===== src/rtl/pirq_steer.sv =====
module pirq_steer #(
  parameter int AW = 8,
  parameter logic [AW-1:0] ROUTE_ADDR = 8'h80
) (
  input  logic          clk,
  input  logic          rst_n,
  input  logic          wr_en,
  input  logic [AW-1:0] wr_addr,
  input  logic [7:0]    wr_data,
  input  logic [3:0]    pci_int_n,
  output logic [15:0]   irq_req
);
  localparam int NLINE = 4;
  localparam int NIRQ = 16;
  localparam logic [AW-1:0] ADDR_HI = ROUTE_ADDR + 1'b1;
  localparam logic [NIRQ-1:0] TGT_MASK = 16'b1101_1110_0010_0000;

  logic [7:0] route_lo, route_hi;
  logic [3:0] fld [NLINE];
  logic [NIRQ-1:0] lvl, edge_mode, req_q, irq_q;
  logic wr_hit;

  assign wr_hit = wr_en && (wr_addr == ROUTE_ADDR || wr_addr == ADDR_HI);

  always_ff @(posedge clk) begin
    if (!rst_n) begin
      route_lo <= 8'h80;
      route_hi <= 8'h00;
    end else if (wr_en) begin
      if (wr_addr == ROUTE_ADDR) route_lo <= wr_data;
      if (wr_addr == ADDR_HI)    route_hi <= wr_data;
    end
  end

  assign fld[0] = route_lo[3:0];
  assign fld[1] = route_lo[7:4];
  assign fld[2] = route_hi[3:0];
  assign fld[3] = route_hi[7:4];

  function automatic logic [3:0] tgt_of(input logic [2:0] idx);
    case (idx)
      3'd1: tgt_of = 4'd5;
      3'd2: tgt_of = 4'd9;
      3'd3: tgt_of = 4'd10;
      3'd4: tgt_of = 4'd11;
      3'd5: tgt_of = 4'd12;
      3'd6: tgt_of = 4'd14;
      3'd7: tgt_of = 4'd15;
      default: tgt_of = 4'd0;
    endcase
  endfunction

  always_comb begin
    lvl = '0;
    edge_mode = '0;
    for (int i = 0; i < NLINE; i++) begin
      if (fld[i][2:0] != 3'd0) begin
        lvl[tgt_of(fld[i][2:0])] = lvl[tgt_of(fld[i][2:0])] | ~pci_int_n[i];
        edge_mode[tgt_of(fld[i][2:0])] = edge_mode[tgt_of(fld[i][2:0])] | fld[i][3];
      end
    end
  end

  always_ff @(posedge clk) begin
    if (!rst_n) begin
      req_q <= '0;
      irq_q <= '0;
    end else begin
      req_q <= lvl;
      irq_q <= (lvl & ~(edge_mode & req_q)) & TGT_MASK;
    end
  end

  assign irq_req = irq_q;

  p_unused_zero_r9: assert property (@(posedge clk) disable iff (!rst_n)
    (irq_q & ~TGT_MASK) == '0);

  p_idle_quiet_r6: assert property (@(posedge clk) disable iff (!rst_n)
    (&pci_int_n) |=> (irq_q == '0));

  p_write_lo_r2: assert property (@(posedge clk) disable iff (!rst_n)
    (wr_en && wr_addr == ROUTE_ADDR) |=> (route_lo == $past(wr_data)));

  p_write_hi_r2: assert property (@(posedge clk) disable iff (!rst_n)
    (wr_en && wr_addr == ADDR_HI) |=> (route_hi == $past(wr_data)));

  p_no_write_hold_r2: assert property (@(posedge clk) disable iff (!rst_n)
    !wr_hit |=> ($stable(route_lo) && $stable(route_hi)));

  for (genvar k = 0; k < NIRQ; k++) begin : g_chk
    p_single_pulse_r8: assert property (@(posedge clk) disable iff (!rst_n)
      (irq_q[k] && edge_mode[k] && !wr_hit) |=> !irq_q[k]);
    p_level_follow_r7: assert property (@(posedge clk) disable iff (!rst_n)
      (!edge_mode[k] && !wr_hit) |=> (irq_q[k] == ($past(lvl[k]) & TGT_MASK[k])));
  end
endmodule


===== config.mk =====
export PLATFORM = sky130hd
export DESIGN_NAME = pirq_steer
export DESIGN_NICKNAME = d
export VERILOG_FILES = /design/src/rtl/pirq_steer.sv
export SDC_FILE = /design/constraint.sdc
export NUM_CORES = 1
export LEC_CHECK = 0
export BUFFER_PORTS_ARGS = -buffer_cell sky130_fd_sc_hd__buf_2
export CORE_MARGIN = 2
export CORE_UTILIZATION = 39
export CTS_CLUSTER_DIAMETER = 50
export CTS_CLUSTER_SIZE = 12
export DETAILED_ROUTE_END_ITERATION = 10
export SKIP_CTS_REPAIR_TIMING = 1
export SLEW_MARGIN = 30
export SYNTH_ARGS = -nofsm -noshare
export SYNTH_HDL_FRONTEND = slang
export SYNTH_SLANG_ARGS = --single-unit

===== constraint.sdc =====
create_clock -name clk -period 1.7 [get_ports clk]
set_input_delay 0.17 -clock clk [delete_from_list [all_inputs] [get_ports clk]]
set_output_delay 0.17 -clock clk [all_outputs]
set_load 0.03 [all_outputs]

Word-level counts from Yosys, hierarchy flattened
Memory sizes are Yosys's and may differ from the RTL's.
Index checks and enable logic that the tools add are counted.
W data, S select, Z words.
- register bits: 48
- memory bits (read-only): 16
- bits of input ports: 23
- output and inout bits: 16
- word-level logic and storage cells: 114
- memories kept: 1
- memories (name ; words ; bits a word ; read ports ; clocked after memory_dff ; write ports ; line ; source):
    (name not given) ; 16 ; 1 ; 1 ; 0 ; 0 ; 59 ; edge_mode[tgt_of(fld[i][2:0])] = edge_mode[tgt_of(fld[i][2:0])] | fld[i][3];
- $lt $le $gt $ge: 8
- eq/ne operators: 30
- multiplexer cells: 43
- bitwise logic cells: 17
- reduce and logical (&&, ||, !) cells: 10
- operator list (kind ; number):
    $mux W16 ; 8
    $pmux W4 S7 ; 4
    $bwmux W16 ; 6
    $and A16 B16 Y16 ; 4
    $eq A3 B3 Y1 const B ; 16
    $bmux W1 S4 ; 6
    $eq A3 B2 Y1 const B ; 8
    $lt A4 B5 Y1 const B ; 4
    $demux W1 S4 ; 4
    $eq A8 B8 Y1 const B ; 2
    $ge A4 B1 Y1 const B ; 4
    $mux W4 ; 4
    $not A16 Y16 ; 1
    $eq A3 B1 Y1 const B ; 4
    $reduce_bool A3 Y1 ; 4
    $mux W1 ; 11
    $or A1 B1 Y1 ; 8
    $logic_and A1 B1 Y1 ; 4
    $not A1 Y1 ; 4
    $reduce_and A2 Y1 ; 2

Longest topological paths before layout
Gate-level depths: netlist of run 1.
- word-level depth: 27
- mapped depth: 8
- gate-level depth less buffers: 6

Worst setup path before layout of run 1
OpenSTA, ideal clock, no wires.
- path type: register -> register
- from: register route_lo[6]
- to: register req_q[10]
- setup time: 0.070 ns
- arrival time: 1.791 ns
- required time: 1.630 ns
- setup slack: -0.161 ns
- cell stages (with the launch flop): 7
- path buffers: 1
- period minus slack after synthesis: 1.861 ns
- cells stage by stage: dfxtp_1 buf_4 or3b_4 o32a_1 o311a_1 o311a_1 a21oi_1
- longest elaborated chain between the ends: 19
- elaborated cells between the ends (all ways): 30
- those cells by class: order compare (2); eq/ne (7); mux (16); bitwise (3); reduce/logical (2)
- RTL lines (item ; line ; source):
    start, declared ; 18 ; logic [7:0] route_lo, route_hi;
    start signal, assigned ; 30 ; if (wr_addr == ROUTE_ADDR) route_lo <= wr_data;
    $eq A3 B3 Y1 (tied with other cells) ; 41 ; case (idx)
    $pmux W4 S7 ; 41 ;
    $mux W4 ; 57 ; if (fld[i][2:0] != 3'd0) begin
    $lt A4 B5 Y1 (not written as such) or $ge A4 B1 Y1 (tied branches) ; 58 ; lvl[tgt_of(fld[i][2:0])] = lvl[tgt_of(fld[i][2:0])] | ~pci_int_n[i];
    $logic_and A1 B1 Y1 (not written as such) ; 58 ;
    $mux W1 (not written as such) ; 58 ;
    $demux W1 S4 ; 58 ;
    $bwmux W16 ; 58 ;
    [3 not listed] ; n/a ;
    $or A1 B1 Y1 ; 58 ;
    $bwmux W16 ; 58 ;
    $mux W16 * ; 57 ;
    $bmux W1 S4 ; 58 ;
    $mux W1 (not written as such) ; 58 ;
    $or A1 B1 Y1 ; 58 ;
    $bwmux W16 ; 58 ;
    $mux W16 * ; 57 ;
    end signal, assigned ; 69 ; req_q <= lvl;
    end, declared ; 20 ; logic [NIRQ-1:0] lvl, edge_mode, req_q, irq_q;
Every way passes the cells marked *; elsewhere a longest branch is shown, timed or not. The select of a mux whose other input is x is not followed.
A chain may end at the register's enable or synchronous reset.

Worst setup path in the final report of run 1
- from: register route_lo[6]
- to: register req_q[9]
Same word-level chain as after synthesis.

==> results of run 1 <==
[sequential cells by signal, indices dropped and copies added (netlist names)]
signal and count:
route_hi 8, route_lo 8, irq_req 7, req_q 7
[synthesized netlist by cell type (4+ instances only)]
master	instances
inv_1	6
o31ai_1	5
nand2_1	9
nand4_1	5
nor3_1	5
or2_2	4
and2_1	5
dfxtp_1	30
mux2i_1	17
clkbuf_1	11
o22ai_1	4
nand2b_1	11
nor2b_1	23
buf_4	10
nor2_1	20
o21a_1	4
xor2_1	4
buf_2	4
o21ai_0	6
a31oi_1	4
[placed cells by master (no fill, tap or decap), drive strengths merged, types with 5 or more instances in the layout]
cell type,netlist,layout
nor2b,23,23
conb,1,9
clkbuf,11,6
mux2i,17,17
dfxtp,30,30
o31ai,5,5
nor2,20,20
nand4,5,5
and2,5,5
nand2b,11,11
nor3,5,5
o21ai,9,9
buf,14,89
inv,6,6
nand2,9,9
[routing by layer]
layer | track usage, % | share of wire [%] | wire [um]
met5 | 0 | 0 | 0
met4 | 8.08 | 2.1 | 110
met3 | 4.47 | 5.3 | 286
met2 | 32.7 | 46 | 2480
met1 | 27.2 | 46 | 2480
[per-stage QoR]
stage          setup TNS (ns)  power, mW  instance area, sq um  hold WS [ns]  util [%]
4_1_cts                 -2.14       1.43                  2580         0.128      54.5
2_1_floorplan          -0.212      0.788                  1960         0.299         -
5_1_grt                 -1.42       1.48                  2730         0.123      57.8
6_report               -0.945       1.43                  2730         0.135      57.8
3_5_place_dp            -2.02      0.820                  2480         0.397      52.5
3_3_place_gp            -1.83      0.821                  2480         0.390      52.5
[kinds of logic after synthesis]
| group | count (synthesis) |
|---|---|
| simple gates | 92 |
| compound gates | 56 |
| buf+inv | 31 |
| flops | 30 |
| mux | 17 |
| xor+xnor | 6 |
| other cells | 1 |
[where the power goes]
group          internal (mW)  total, mW  switching (mW)  leakage [nW]
clock                  0.325      0.624           0.299        0.0472
combinational         0.0411      0.105          0.0642         0.892
sequential             0.698      0.699        0.000887         0.246
[final timing paths]
kind	from	endpoint	slack, ns	cells after the start
worst max-delay path	route_lo[6]$_SDFFE_PN0P_	req_q[9]$_SDFF_PN0_	-0.17	5
worst min-delay path	wr_data[7]	route_lo[7]$_SDFFE_PN1P_	0.13	3
worst max register to register	route_lo[6]$_SDFFE_PN0P_	req_q[9]$_SDFF_PN0_	-0.17	5
worst min register to register	req_q[15]$_SDFF_PN0_	irq_req[15]$_SDFF_PN0_	0.41	1
[critical path, stage by stage (launching register included)]
cell     delay [ns]
dfxtp_4        0.40
or3b_4         0.40
o32a_1         0.20
o311a_1        0.32
o311a_4        0.34
a21oi_1        0.15
[final cells by class]
class	instances	area (sq um)
clock buffers	6	82.6
clock inverters	2	12.5
fillers	422	1990
inverters	6	22.5
multi-input cells	180	1320
flip-flops and latches	30	616
well taps	67	83.8
repair buffers	89	596
==> impl_metrics.json, run 1 <==
{
  "htreeDepth": 2,
  "synth_mux_area_share_pct": 8.85,
  "ant_nets": 0,
  "drive_gt1_share_pct": 39.9,
  "pre_cts_slack_ns": -0.311,
  "drtIter0Drc": 102,
  "grt_first_pass_wirelength_mm": 8.51,
  "critPathLaunchType": "register",
  "synth_cell_type_count": 50,
  "p_leak_nw": 1.19,
  "vias": 1959,
  "via_per_inst": 5.16,
  "fin_skew_ns": 0.00192,
  "critPathMaxFanout": 8,
  "clock.fmax_mhz": 536,
  "fin_nets": 335,
  "crit_required_ns": 1.92,
  "synth_top_family_by_area": "simple AND/OR/NAND/NOR gates",
  "antenna_cells": 0,
  "row_count": 25,
  "fin_cells": 380,
  "period_needed_ns": 1.87,
  "grt_pass1_vias": 1786,
  "synthCells": 233,
  "die_h_um": 74.2,
  "ir_drop_mv": 0.351,
  "synthAdderAreaFrac_pct": 0,
  "yosys.area.top_type": "dfxtp_1",
  "drc": 0,
  "ys.flop_type": "dfxtp_1",
  "dieArea_sq_um": 5510,
  "area_growth_pct": 42.0,
  "io_buffers": 29,
  "rsz0062_at_grt": "yes",
  "async_flop_share_pct": 0,
  "violations": "setup timing",
  "totalWireLength_mm": 5.36,
  "cts_tree": "yes",
  "clockRootBuffer": "clkbuf_8",
  "first_pass_iters": 4,
  "die_width_um": 74.2,
  "clock_latency_ns": 0.29,
  "place_congestion": 0.904,
  "synth_area_sq_um": 1920,
  "criticalPathCategory": "reg2reg",
  "cts_inserted_buffers": 5,
  "synth_top_area_share_pct": 31.3,
  "start_util_pct": 40.7,
  "avgSynthCellArea_sq_um": 8.25,
  "worstPathArrival_ns": 2.09,
  "wire_per_inst_um": 14.1,
  "outcome": "finished, violations left",
  "timing.final.ws_setup_ns": -0.165,
  "min_path_type": "in2reg",
  "finalSetupViolCount": 7,
  "maxSlewViolCount": 0,
  "synth_seq_cells": 30,
  "synth_xor_area_share_pct": 2.73,
  "p_per_area_nw_per_um2": 523,
  "dp_cells": 370,
  "hold_viol": 0,
  "grt_start_max_net_pins": 24,
  "clkTransAtPathRegs_ns": 0.07,
  "hpwl_mm": 4.19,
  "synth-compound-area-share_pct": 21.9,
  "synth_seq_area_share_pct": 31.3,
  "synth_area_leaders": "dfxtp_1 (31%), mux2i_1 (8.9%), nor2b_1 (7.5%)",
  "antenna_found_initial": 0,
  "synth_edf_count": 0,
  "crit_path_end_kind": "register",
  "synthSimpleGateAreaFrac_pct": 26.8,
  "synth_warnings": 0,
  "core_area_sq_um": 4720,
  "grt.overflow.total": 0,
  "track_usage_pct": 20.6,
  "cts_sinks": 30,
  "boundaryPins": 39,
  "drv_cap": 0,
  "period_share_pct": 110,
  "clockBufferDepth": 2
}
Note: power is estimated with default switching activity, not from simulation.
==> run 2, diff against run 1 <==
--- a/config.mk
+++ b/config.mk
@@ -6,10 +6,11 @@
 export NUM_CORES = 1
 export LEC_CHECK = 0
 export BUFFER_PORTS_ARGS = -buffer_cell sky130_fd_sc_hd__buf_2
+export CORE_ASPECT_RATIO = 1.5
 export CORE_MARGIN = 2
 export CORE_UTILIZATION = 39
 export CTS_CLUSTER_DIAMETER = 50
-export CTS_CLUSTER_SIZE = 12
+export CTS_CLUSTER_SIZE = 28
 export DETAILED_ROUTE_END_ITERATION = 10
 export SKIP_CTS_REPAIR_TIMING = 1
 export SLEW_MARGIN = 30
==> constraint.sdc (replaced) <==
create_clock -name clk -period 1.7 [get_ports clk]
set_input_delay 0.17 -clock clk [delete_from_list [all_inputs] [get_ports clk]]
set_output_delay 0.17 -clock clk [all_outputs]
set_load 0.005 [all_outputs]
==> run 2 against run 1 <==
  * The flow still finishes with violations (setup timing)
  * Largest power group unchanged
  * Via count up 4.8%
  * Power down 1.8%
  * Fmax down 1.8%
  * Core utilization up 0.66 points
  * Critical endpoint is now irq_req[10]$_SDFF_PN0_
  * Design area up 2.2%
==> impl_metrics.json, run 2 (synthesis gave the netlist of run 1 again) <==
{
  "timing.final.ws_setup_ns": -0.200,
  "fin_skew_ns": 0.00601,
  "p_sw_share_pct": 23.8,
  "core_area_sq_um": 4770,
  "htreeDepth": 2,
  "die_h_um": 90.0,
  "rsz0062_at_grt": "yes",
  "criticalPathCategory": "reg2reg",
  "via_per_inst": 5.32,
  "totalWireLength_mm": 6.06,
  "internal-power_mw": 1.07,
  "fin_setup_tns_ns": -0.965,
  "clock_latency_ns": 0.28,
  "row_count": 31,
  "fin_area_sq_um": 2790,
  "drv_cap": 0,
  "mostFrequentLayoutCell": "buf_4",
  "violations": "setup timing",
  "finalSetupViolCount": 7,
  "fin_cells": 386,
  "clock.fmax_mhz": 526,
  "track_usage_pct": 22.3,
  "cts_sinks": 30,
  "ant_nets": 0,
  "top_regs": "route_hi x8, route_lo x8",
  "reg2regPathDepth": 5,
  "min_path_type": "in2reg",
  "drtIter0Drc": 76,
  "hold_viol": 0,
  "p_per_area_nw_per_um2": 503,
  "crit_required_ns": 1.92,
  "die_width_um": 61.3,
  "grt.overflow.total": 0,
  "antenna_found_initial": 0,
  "p_total_mw": 1.40,
  "crit_path_end_kind": "register",
  "period_needed_ns": 1.90,
  "dp_cells": 374,
  "clockRootBuffer": "clkbuf_8",
  "holdWs_ns": 0.147,
  "p_leak_nw": 1.21,
  "met3_length_um": 241,
  "place_congestion": 0.929,
  "vias": 2054,
  "critPathLaunchType": "register",
  "io_buffers": 29,
  "grt_first_pass_wirelength_mm": 9.17,
  "combPwrFrac_pct": 6.6,
  "clkTransAtPathRegs_ns": 0.07,
  "outcome": "finished, violations left",
  "p_sw_mw": 0.334,
  "ir_drop_mv": 0.625,
  "grt_pass1_vias": 2004,
  "clockPowerShare_pct": 43.6,
  "drive_gt1_share_pct": 41.6,
  "first_pass_iters": 4,
  "boundaryPins": 39,
  "period_share_pct": 112,
  "finish.utilization_pct": 58.4,
  "drc": 0,
  "cts_tree": "yes",
  "start_util_pct": 40.3,
  "cts_inserted_buffers": 5,
  "antenna_cells": 0,
  "critPathMaxFanout": 6,
  "clockBufferDepth": 2,
  "final_cell_mix": "buf_4 (66), buf_2 (29), dfxtp_1 (23)",
  "highest_layer": "met4",
  "seqPwrFrac_pct": 49.8,
  "grt_start_max_net_pins": 24,
  "dpl_cell_area_sq_um": 2520,
  "maxSlewViolCount": 0,
  "wl_met1_mm": 2.32,
  "route.met2.wl_mm": 3.18,
  "fin_nets": 342,
  "hpwl_mm": 4.60,
  "area_growth_pct": 45.1,
  "wire_per_inst_um": 15.7,
  "worstPathArrival_ns": 2.12,
  "dieArea_sq_um": 5520,
  "whs_path_depth": 3,
  "pre_cts_slack_ns": -0.365
}
[run 2: worst paths after layout]
kind / startpoint / endpoint / slack, ns
max: route_lo[6]$_SDFFE_PN0P_ / irq_req[10]$_SDFF_PN0_ / -0.20
min: wr_data[7] / route_lo[7]$_SDFFE_PN1P_ / 0.15
max reg2reg: route_lo[6]$_SDFFE_PN0P_ / irq_req[10]$_SDFF_PN0_ / -0.20
min reg2reg: req_q[15]$_SDFF_PN0_ / irq_req[15]$_SDFF_PN0_ / 0.41
[run 2: routing by layer]
metal / vias to the layer above / GRT usage [%]
met1: 954 / 24.5
met3: 24 / 3.31
met2: 81 / 38.7
li1: 995 / -
met4: 0 / 11.8
met5: - / 0
[run 2: final cells by class]
| cell class | instances | area (sq um) |
|---|---|---|
| clock buffer | 6 | 82.6 |
| clock inverter | 2 | 12.5 |
| fill | 424 | 1980 |
| inverter | 6 | 22.5 |
| multi-input combinational | 180 | 1320 |
| sequential | 30 | 617 |
| tap | 66 | 82.6 |
| timing repair buffer | 96 | 652 |
[run 2: power groups by stage]
| stage | Combinational [mW] | Clock, mW | Sequential, mW |
|---|---|---|---|
| detailed placement | 0.0850 | 0 | 0.720 |
| floorplan | 0.0460 | 0 | 0.720 |
| global placement | 0.0842 | 0 | 0.720 |
| finish | 0.0925 | 0.611 | 0.699 |
| global route | 0.100 | 0.652 | 0.699 |
| CTS | 0.0850 | 0.621 | 0.704 |
[run 2: worst max-delay path, cell delays in order (launching register included)]
cell,delay [ns]
dfxtp_4,0.38
or3b_4,0.39
o32a_1,0.21
o311a_1,0.33
o311a_4,0.39
a2bb2oi_2,0.14
